## config.mk

```make
export PLATFORM = sky130hd
export DESIGN_NAME = uart_irq_delay
export DESIGN_NICKNAME = d
export VERILOG_FILES = /design/src/rtl/uirq_pkg.sv /design/src/rtl/uirq_delay_timer.sv /design/src/rtl/uirq_tx_age.sv /design/src/rtl/uirq_id_encode.sv /design/src/rtl/uart_irq_delay.sv
export SDC_FILE = /design/constraint.sdc
export NUM_CORES = 1
export LEC_CHECK = 0
export ABC_AREA = 1
export CAP_MARGIN = 20
export CORE_ASPECT_RATIO = 0.6
export CORE_MARGIN = 2
export CORE_UTILIZATION = 47
export DETAILED_ROUTE_END_ITERATION = 6
export PLACE_DENSITY = 0.83
export SLEW_MARGIN = 20
export SYNTH_ARGS = -nofsm -noshare
export SYNTH_HDL_FRONTEND = slang
export SYNTH_SLANG_ARGS = --single-unit
```

## constraint.sdc

```tcl
create_clock -name clk -period 1.31 [get_ports clk]
set_input_delay 0.1965 -clock clk [delete_from_list [all_inputs] [get_ports clk]]
set_output_delay 0.1965 -clock clk [all_outputs]
set_load 0.05 [all_outputs]
```

## src/rtl/uirq_pkg.sv

```systemverilog
package uirq_pkg;

    localparam int unsigned EN_RX  = 0;
    localparam int unsigned EN_TX  = 1;
    localparam int unsigned SRC_RX = 0;
    localparam int unsigned SRC_TX = 1;
    localparam int unsigned NSRC   = 2;

    typedef enum logic [7:0] {
        ID_NONE = 8'h01,
        ID_TX   = 8'h02,
        ID_RX   = 8'h04
    } id_code_e;

    typedef struct packed {
        logic tx;
        logic rx;
    } pend_t;

    function automatic id_code_e id_pick(pend_t p);
        if (p.rx)
            return ID_RX;
        else if (p.tx)
            return ID_TX;
        else
            return ID_NONE;
    endfunction

endpackage

```

## src/rtl/uirq_delay_timer.sv

```systemverilog
module uirq_delay_timer #(
    parameter int unsigned DELAY_CYC = 23
) (
    input  logic clk,
    input  logic rst,
    input  logic start,
    input  logic cancel,
    output logic fire
);
    localparam int unsigned CW = $clog2(DELAY_CYC + 1);

    logic [CW-1:0] cnt_q;
    logic          run_q;

    // start has priority over cancel; an expiry stops the timer
    always_ff @(posedge clk) begin
        if (rst) begin
            run_q <= 1'b0;
            cnt_q <= '0;
        end else if (start) begin
            run_q <= 1'b1;
            cnt_q <= CW'(DELAY_CYC);
        end else if (cancel) begin
            run_q <= 1'b0;
        end else if (run_q) begin
            if (cnt_q == CW'(1))
                run_q <= 1'b0;
            cnt_q <= cnt_q - CW'(1);
        end
    end

    assign fire = run_q && (cnt_q == CW'(1));

    assert_restart_full_R3: assert property (@(posedge clk) disable iff (rst)
        start |=> (run_q && cnt_q == CW'(DELAY_CYC)));

    assert_fire_once_R2: assert property (@(posedge clk) disable iff (rst)
        (fire && !start) |=> !run_q);

endmodule

```

## src/rtl/uirq_tx_age.sv

```systemverilog
module uirq_tx_age #(
    parameter int unsigned DELAY_CYC = 23
) (
    input  logic clk,
    input  logic rst,
    input  logic mark,
    output logic aged
);
    localparam int unsigned LIM = DELAY_CYC + 1;
    localparam int unsigned AW  = $clog2(LIM + 1);

    logic [AW-1:0] age_q;

    always_ff @(posedge clk) begin
        if (rst)
            age_q <= AW'(LIM);
        else if (mark)
            age_q <= '0;
        else if (age_q != AW'(LIM))
            age_q <= age_q + AW'(1);
    end

    assign aged = (age_q == AW'(LIM));

    assert_mark_resets_age_R6: assert property (@(posedge clk) disable iff (rst)
        mark |=> !aged);

endmodule

```

## src/rtl/uirq_id_encode.sv

```systemverilog
module uirq_id_encode
    import uirq_pkg::*;
(
    input  pend_t       pend,
    output logic [7:0]  code
);
    id_code_e sel;

    always_comb begin
        sel  = id_pick(pend);
        code = sel;
    end

endmodule

```

## src/rtl/uart_irq_delay.sv

```systemverilog
module uart_irq_delay
    import uirq_pkg::*;
#(
    parameter int unsigned DELAY_CYC = 23
) (
    input  logic       clk,
    input  logic       rst,
    input  logic       rx_req,
    input  logic       tx_req,
    input  logic       en_wr,
    input  logic [1:0] en_wdata,
    input  logic       id_rd,
    input  logic       rx_avail,
    input  logic       rx_arrive,
    output logic       irq,
    output logic [7:0] id_code
);
    logic [1:0]      en_q;
    logic [1:0]      en_next;
    pend_t           pend_q;
    pend_t           pend_d;
    logic [NSRC-1:0] t_start;
    logic [NSRC-1:0] t_cancel;
    logic [NSRC-1:0] t_fire;
    logic            tx_aged;
    logic            tx_now;
    logic            tx_set, tx_clr;
    logic            rx_set, rx_clr;
    logic            rx_keep;

    assign en_next = en_wr ? en_wdata : en_q;
    assign rx_keep = en_wdata[EN_RX] && rx_avail;
    assign tx_now  = en_wr && en_wdata[EN_TX] && tx_aged;

    always_comb begin
        t_start[SRC_RX]  = rx_req || (en_wr && rx_keep);
        t_cancel[SRC_RX] = en_wr && !rx_keep;
        t_start[SRC_TX]  = tx_req || (en_wr && en_wdata[EN_TX] && !tx_aged);
        t_cancel[SRC_TX] = en_wr && !en_wdata[EN_TX];
    end

    for (genvar g = 0; g < NSRC; g++) begin : g_timer
        uirq_delay_timer #(.DELAY_CYC(DELAY_CYC)) u_tmr (
            .clk    (clk),
            .rst    (rst),
            .start  (t_start[g]),
            .cancel (t_cancel[g]),
            .fire   (t_fire[g])
        );
    end

    uirq_tx_age #(.DELAY_CYC(DELAY_CYC)) u_age (
        .clk  (clk),
        .rst  (rst),
        .mark (tx_set),
        .aged (tx_aged)
    );

    // sets win over clears; a set needs the enable in force after this edge
    always_comb begin
        tx_set = (t_fire[SRC_TX] || tx_now) && en_next[EN_TX];
        tx_clr = tx_req || (en_wr && !en_wdata[EN_TX])
              || (id_rd && !pend_q.rx && pend_q.tx);
        rx_set = (t_fire[SRC_RX] || rx_arrive) && en_next[EN_RX];
        rx_clr = rx_req || (en_wr && !rx_keep);

        pend_d = pend_q;
        if (tx_clr) pend_d.tx = 1'b0;
        if (rx_clr) pend_d.rx = 1'b0;
        if (tx_set) pend_d.tx = 1'b1;
        if (rx_set) pend_d.rx = 1'b1;
    end

    always_ff @(posedge clk) begin
        if (rst) begin
            en_q   <= '0;
            pend_q <= '0;
        end else begin
            en_q   <= en_next;
            pend_q <= pend_d;
        end
    end

    uirq_id_encode u_enc (
        .pend (pend_q),
        .code (id_code)
    );

    assign irq = pend_q.rx | pend_q.tx;

    assert_tx_off_clears_R7: assert property (@(posedge clk) disable iff (rst)
        (en_wr && !en_wdata[EN_TX]) |=> !pend_q.tx);

    assert_tx_needs_enable_R4: assert property (@(posedge clk) disable iff (rst)
        $rose(pend_q.tx) |-> en_q[EN_TX]);

    assert_rx_needs_enable_R4: assert property (@(posedge clk) disable iff (rst)
        $rose(pend_q.rx) |-> en_q[EN_RX]);

    assert_tx_immediate_R5: assert property (@(posedge clk) disable iff (rst)
        (en_wr && en_wdata[EN_TX] && tx_aged) |=> pend_q.tx);

    assert_id_read_clears_R10: assert property (@(posedge clk) disable iff (rst)
        (id_rd && !pend_q.rx && pend_q.tx && !tx_set) |=> !pend_q.tx);

    assert_rx_arrive_R11: assert property (@(posedge clk) disable iff (rst)
        (rx_arrive && en_q[EN_RX] && !en_wr) |=> pend_q.rx);

    assert_id_onehot_R9: assert property (@(posedge clk) disable iff (rst)
        $countones(id_code) == 1);

endmodule

```

==> impl_metrics.py <==
metrics = {
    "yosys": {
        "synth-async-reset-ratio_pct": 0,
        "synth_common_cells": "nand2_1, inv_1, dfxtp_1, nor2_1, nand3_1",
        "ys_warn_count": 0,
        "main_flop_type_after_synthesis": "dfxtp_1",
        "synth_edf_count": 0,
        "synth.lib_cells_used.distinct": 24,
        "netlist_instances": 162,
        "synth.avg_cell_area_um2": 7.183,
        "yosys.cell_count.top_type": "nand2_1",
        "post-synth-top-area-fraction_pct": 36.13,
        "synth_top_cells_by_area": "dfxtp_1, nand2_1, inv_1",
        "sequential_fraction_of_the_synthesis_area_pct": 36.13,
        "post-synth-top-area-cell": "dfxtp_1",
        "netlist_area_mm2": 0.001164,
        "flip_flop_and_latch_count_after_synthesis": 21,
    },
    "clock_tree": {
        "clkSlewWorstSetupHoldPaths_ns": 0.08,
        "clock_sink_count": 21,
        "root_buffer": "clkbuf_8",
        "clk-insertion-delay-late_ns": 0.27,
        "cts_max_level": 1,
        "ctsHoldBuffers": 0,
        "cts_tree": "built",
        "cts_max_path_buffers": 2,
        "cts-buffers-inserted": 3,
    },
    "worst_setup_path": {
        "critPathMaxFanout": 5,
        "worst_r2r_startpoint": "u_age.age_q[0]",
        "critPathArrivalTime_ns": 1.41,
        "crit_required_ns": 1.47,
        "cp-start-kind": "flip-flop",
        "timing.critical_path.to_type": "flip-flop",
        "worst_r2r_path_depth": 6,
        "timing.reg2reg.setup_slack_ns": 0.06,
        "worstReg2RegEnd": "u_age.age_q[1]",
        "timing.setup.critical_path_class": "reg2reg",
    },
    "hold_path": {
        "worstHoldPathType": "in2reg",
        "holdPathStages": 4,
        "timing.hold.worst_endpoint": "g_timer[0].u_tmr.run_q",
        "min_from": "en_wr",
    },
    "floorplanning": {
        "cell_row_count": 13,
        "io_pins": 19,
        "die-height_um": 42.54,
        "start_util_pct": 51.84,
        "die_span_in_x_um": 68.24,
        "die_area_mm2": 0.002903,
        "core_mm2": 0.002245,
    },
    "power_and_ir_drop": {
        "vdd_drop_max_v": 0.0006625,
        "share_clk_of_total_power_pct": 21.4,
        "power_leakage_nw": 0.7197,
        "power_frac_seq_pct": 38.9,
        "total_switching_power_mw": 0.7602,
        "comb_power_share_pct": 39.7,
        "powerDensity_mw_per_mm2": 1369,
        "design_power_total_mw": 2.064,
        "swShare_pct": 36.83,
        "cell_internal_pwr_mw": 1.304,
    },
    "placement": {
        "place_area_mm2": 0.001385,
        "buffer_ports.inserted": 13,
        "place_hpwl_mm": 2.066,
        "weighted_congestion_at_the_end_of_routability_driven_global_placement": 0.8071,
    },
    "grt": {
        "global_route_wire_length_before_repair_mm": 4.602,
        "gr-usage-all-layers_pct": 22.07,
        "grt_max_degree": 12,
        "number_of_global_route_vias_before_repair": 1094,
        "grt_overflow_total": 0,
        "initial_antenna_violation_count": 0,
    },
    "timing": {
        "post-route-min-period_ns": 1.251,
        "grt_setup_unrepaired": "true",
        "finalHoldViolCount": 0,
        "report.final.setup_viol": 0,
        "timing.fmax_ghz": 0.7994,
        "fin_skew_ns": 0.003810,
        "fin_crit_sh_pct": 95.50,
        "final_max_slew_viol_count": 0,
    },
    "route": {
        "routed_wirelength_mm": 2.714,
        "met3WireLength_um": 219,
        "average_wire_per_standard_cell_um": 12.74,
        "highest_metal_layer_used_by_the_detailed_router": "met4",
        "drc": 0,
        "drt-pass1-iter-count": 5,
        "vias": 1102,
        "drt-initial-drc-count": 83,
        "wirelength_met1_mm": 1.157,
        "route.antenna.remaining_nets": 0,
        "met2_wirelength_mm": 1.270,
        "vias_per_cell": 5.174,
    },
    "finish": {
        "layout.nets": 200,
        "fin_area_mm2": 0.001508,
        "final.fill_count": 171,
        "layout-area-overhead-vs-synth_pct": 29.57,
        "share_of_cells_above_drive_strength_1_pct": 20.77,
        "number_of_diodes_added_for_antenna_fixing": 0,
    },
    "run_status": {
        "run_status": "finished, final reports clean",
    },
    "flow_run": {
        "maxCapViolations": 0,
    },
}
==> kinds of logic (layout without fill, tap and decap cells) <==
| kind of cell | count (synthesis) | after routing | share of synthesized area, % |
|---|---|---|---|
| AO/OA/AOI/OAI | 20 | 20 | 10.32 |
| adder cells (fa/ha/maj) | 6 | 6 | 6.451 |
| XOR/XNOR | 2 | 2 | 1.506 |
| buffers and inverters | 34 | 51 | 13.87 |
| AND/OR/NAND/NOR | 78 | 78 | 31.40 |
| flip-flops | 21 | 21 | 36.13 |
| other | 1 | 5 | 0.3223 |
==> per-stage QoR <==
step | util (%) | worst slack [ns] | TNS, ns | hold slack (ns) | cells
floorplan | - | -0.04929 | -0.04929 | 0.3382 | 166
global placement | 61.71 | -0.1540 | -1.808 | 0.4640 | 207
detailed placement | 61.71 | -0.2473 | -2.689 | 0.4802 | 207
CTS | 65.16 | 0.009075 | 0 | 0.4916 | 213
global route | 67.17 | -0.009985 | -0.01130 | 0.4379 | 213
finish | 67.17 | 0.05901 | 0 | 0.3982 | 213
==> repair_timing <==
| action | 4_1_cts | 5_1_grt |
|---|---|---|
| endpoints found under the setup margin | 7 | 15 |
| buffers inserted | 2 | 0 |
| pin swaps | 4 | 2 |
| gates resized for setup | 3 | 17 |
==> critical path: stages, from the launching register on <==
cell and delay (ns):
dfxtp_1 0.34, inv_2 0.08, ha_4 0.14, nand4_4 0.11, or2_4 0.30, nand3_2 0.11
a21oi_1 0.06
==> layout make-up <==
class,instances,area (µm²),area share (%)
multi-input cells,111,660.6,43.82
clock buffers,4,45.04,2.988
well taps,30,37.54,2.490
repair buffers,21,245.2,16.27
flip-flops and latches,21,421.7,27.97
inverters,26,97.59,6.473
==> placed cells by master, fill, tap and decap left out, drive strengths merged <==
cell,n
nand2,33
inv,26
dfxtp,21
nor2,21
nand3,16
buf,12
a21oi,9
clkdlybuf4s50,8
o21ai,8
ha,6
conb,5
clkbuf,4
nand4,3
or2,3
a31oi,2
xnor2,2
o21a,1
nor3,1
nand3b,1
dlymetal6s2s,1
==> metal layers <==
metal	up-vias	GRT usage, %
met5	-	0
li1	539	-
met3	10	8.602
met1	501	25.45
met2	52	34.95
met4	0	11.60
==> power groups by stage <==
stage                     clock [mW]  sequential, mW  combinational (mW)
after floorplan                    0           0.792               0.518
after global placement             0           0.802               0.674
after detailed placement           0           0.807               0.719
after CTS                      0.451           0.795               0.790
after global routing           0.477           0.815               0.906
final                          0.441           0.803               0.820
==> registers in the layout, indices dropped and copies added, names as in the netlist <==
| signal | count |
|---|---|
| u_age.age_q | 5 |
| en_q | 2 |
| g_timer.u_tmr.run_q | 2 |
| pend_q | 2 |
| g_timer.u_tmr.cnt_q | 10 |
==> worst max-delay path by stage <==
stage	startpoint	to	slack, ns	cells after the start
floorplan	pend_q[0]	irq	-0.05	2
global placement	en_wr	g_timer[1].u_tmr.run_q	-0.15	7
CTS	pend_q[0]	irq	0.009	3
global route	en_wdata[0]	g_timer[0].u_tmr.cnt_q[4]	-0.01	8
detailed placement	en_wdata[0]	g_timer[0].u_tmr.cnt_q[4]	-0.25	8
finish	u_age.age_q[0]	u_age.age_q[1]	0.06	6
No activity file was read; power rests on OpenSTA's default activity.
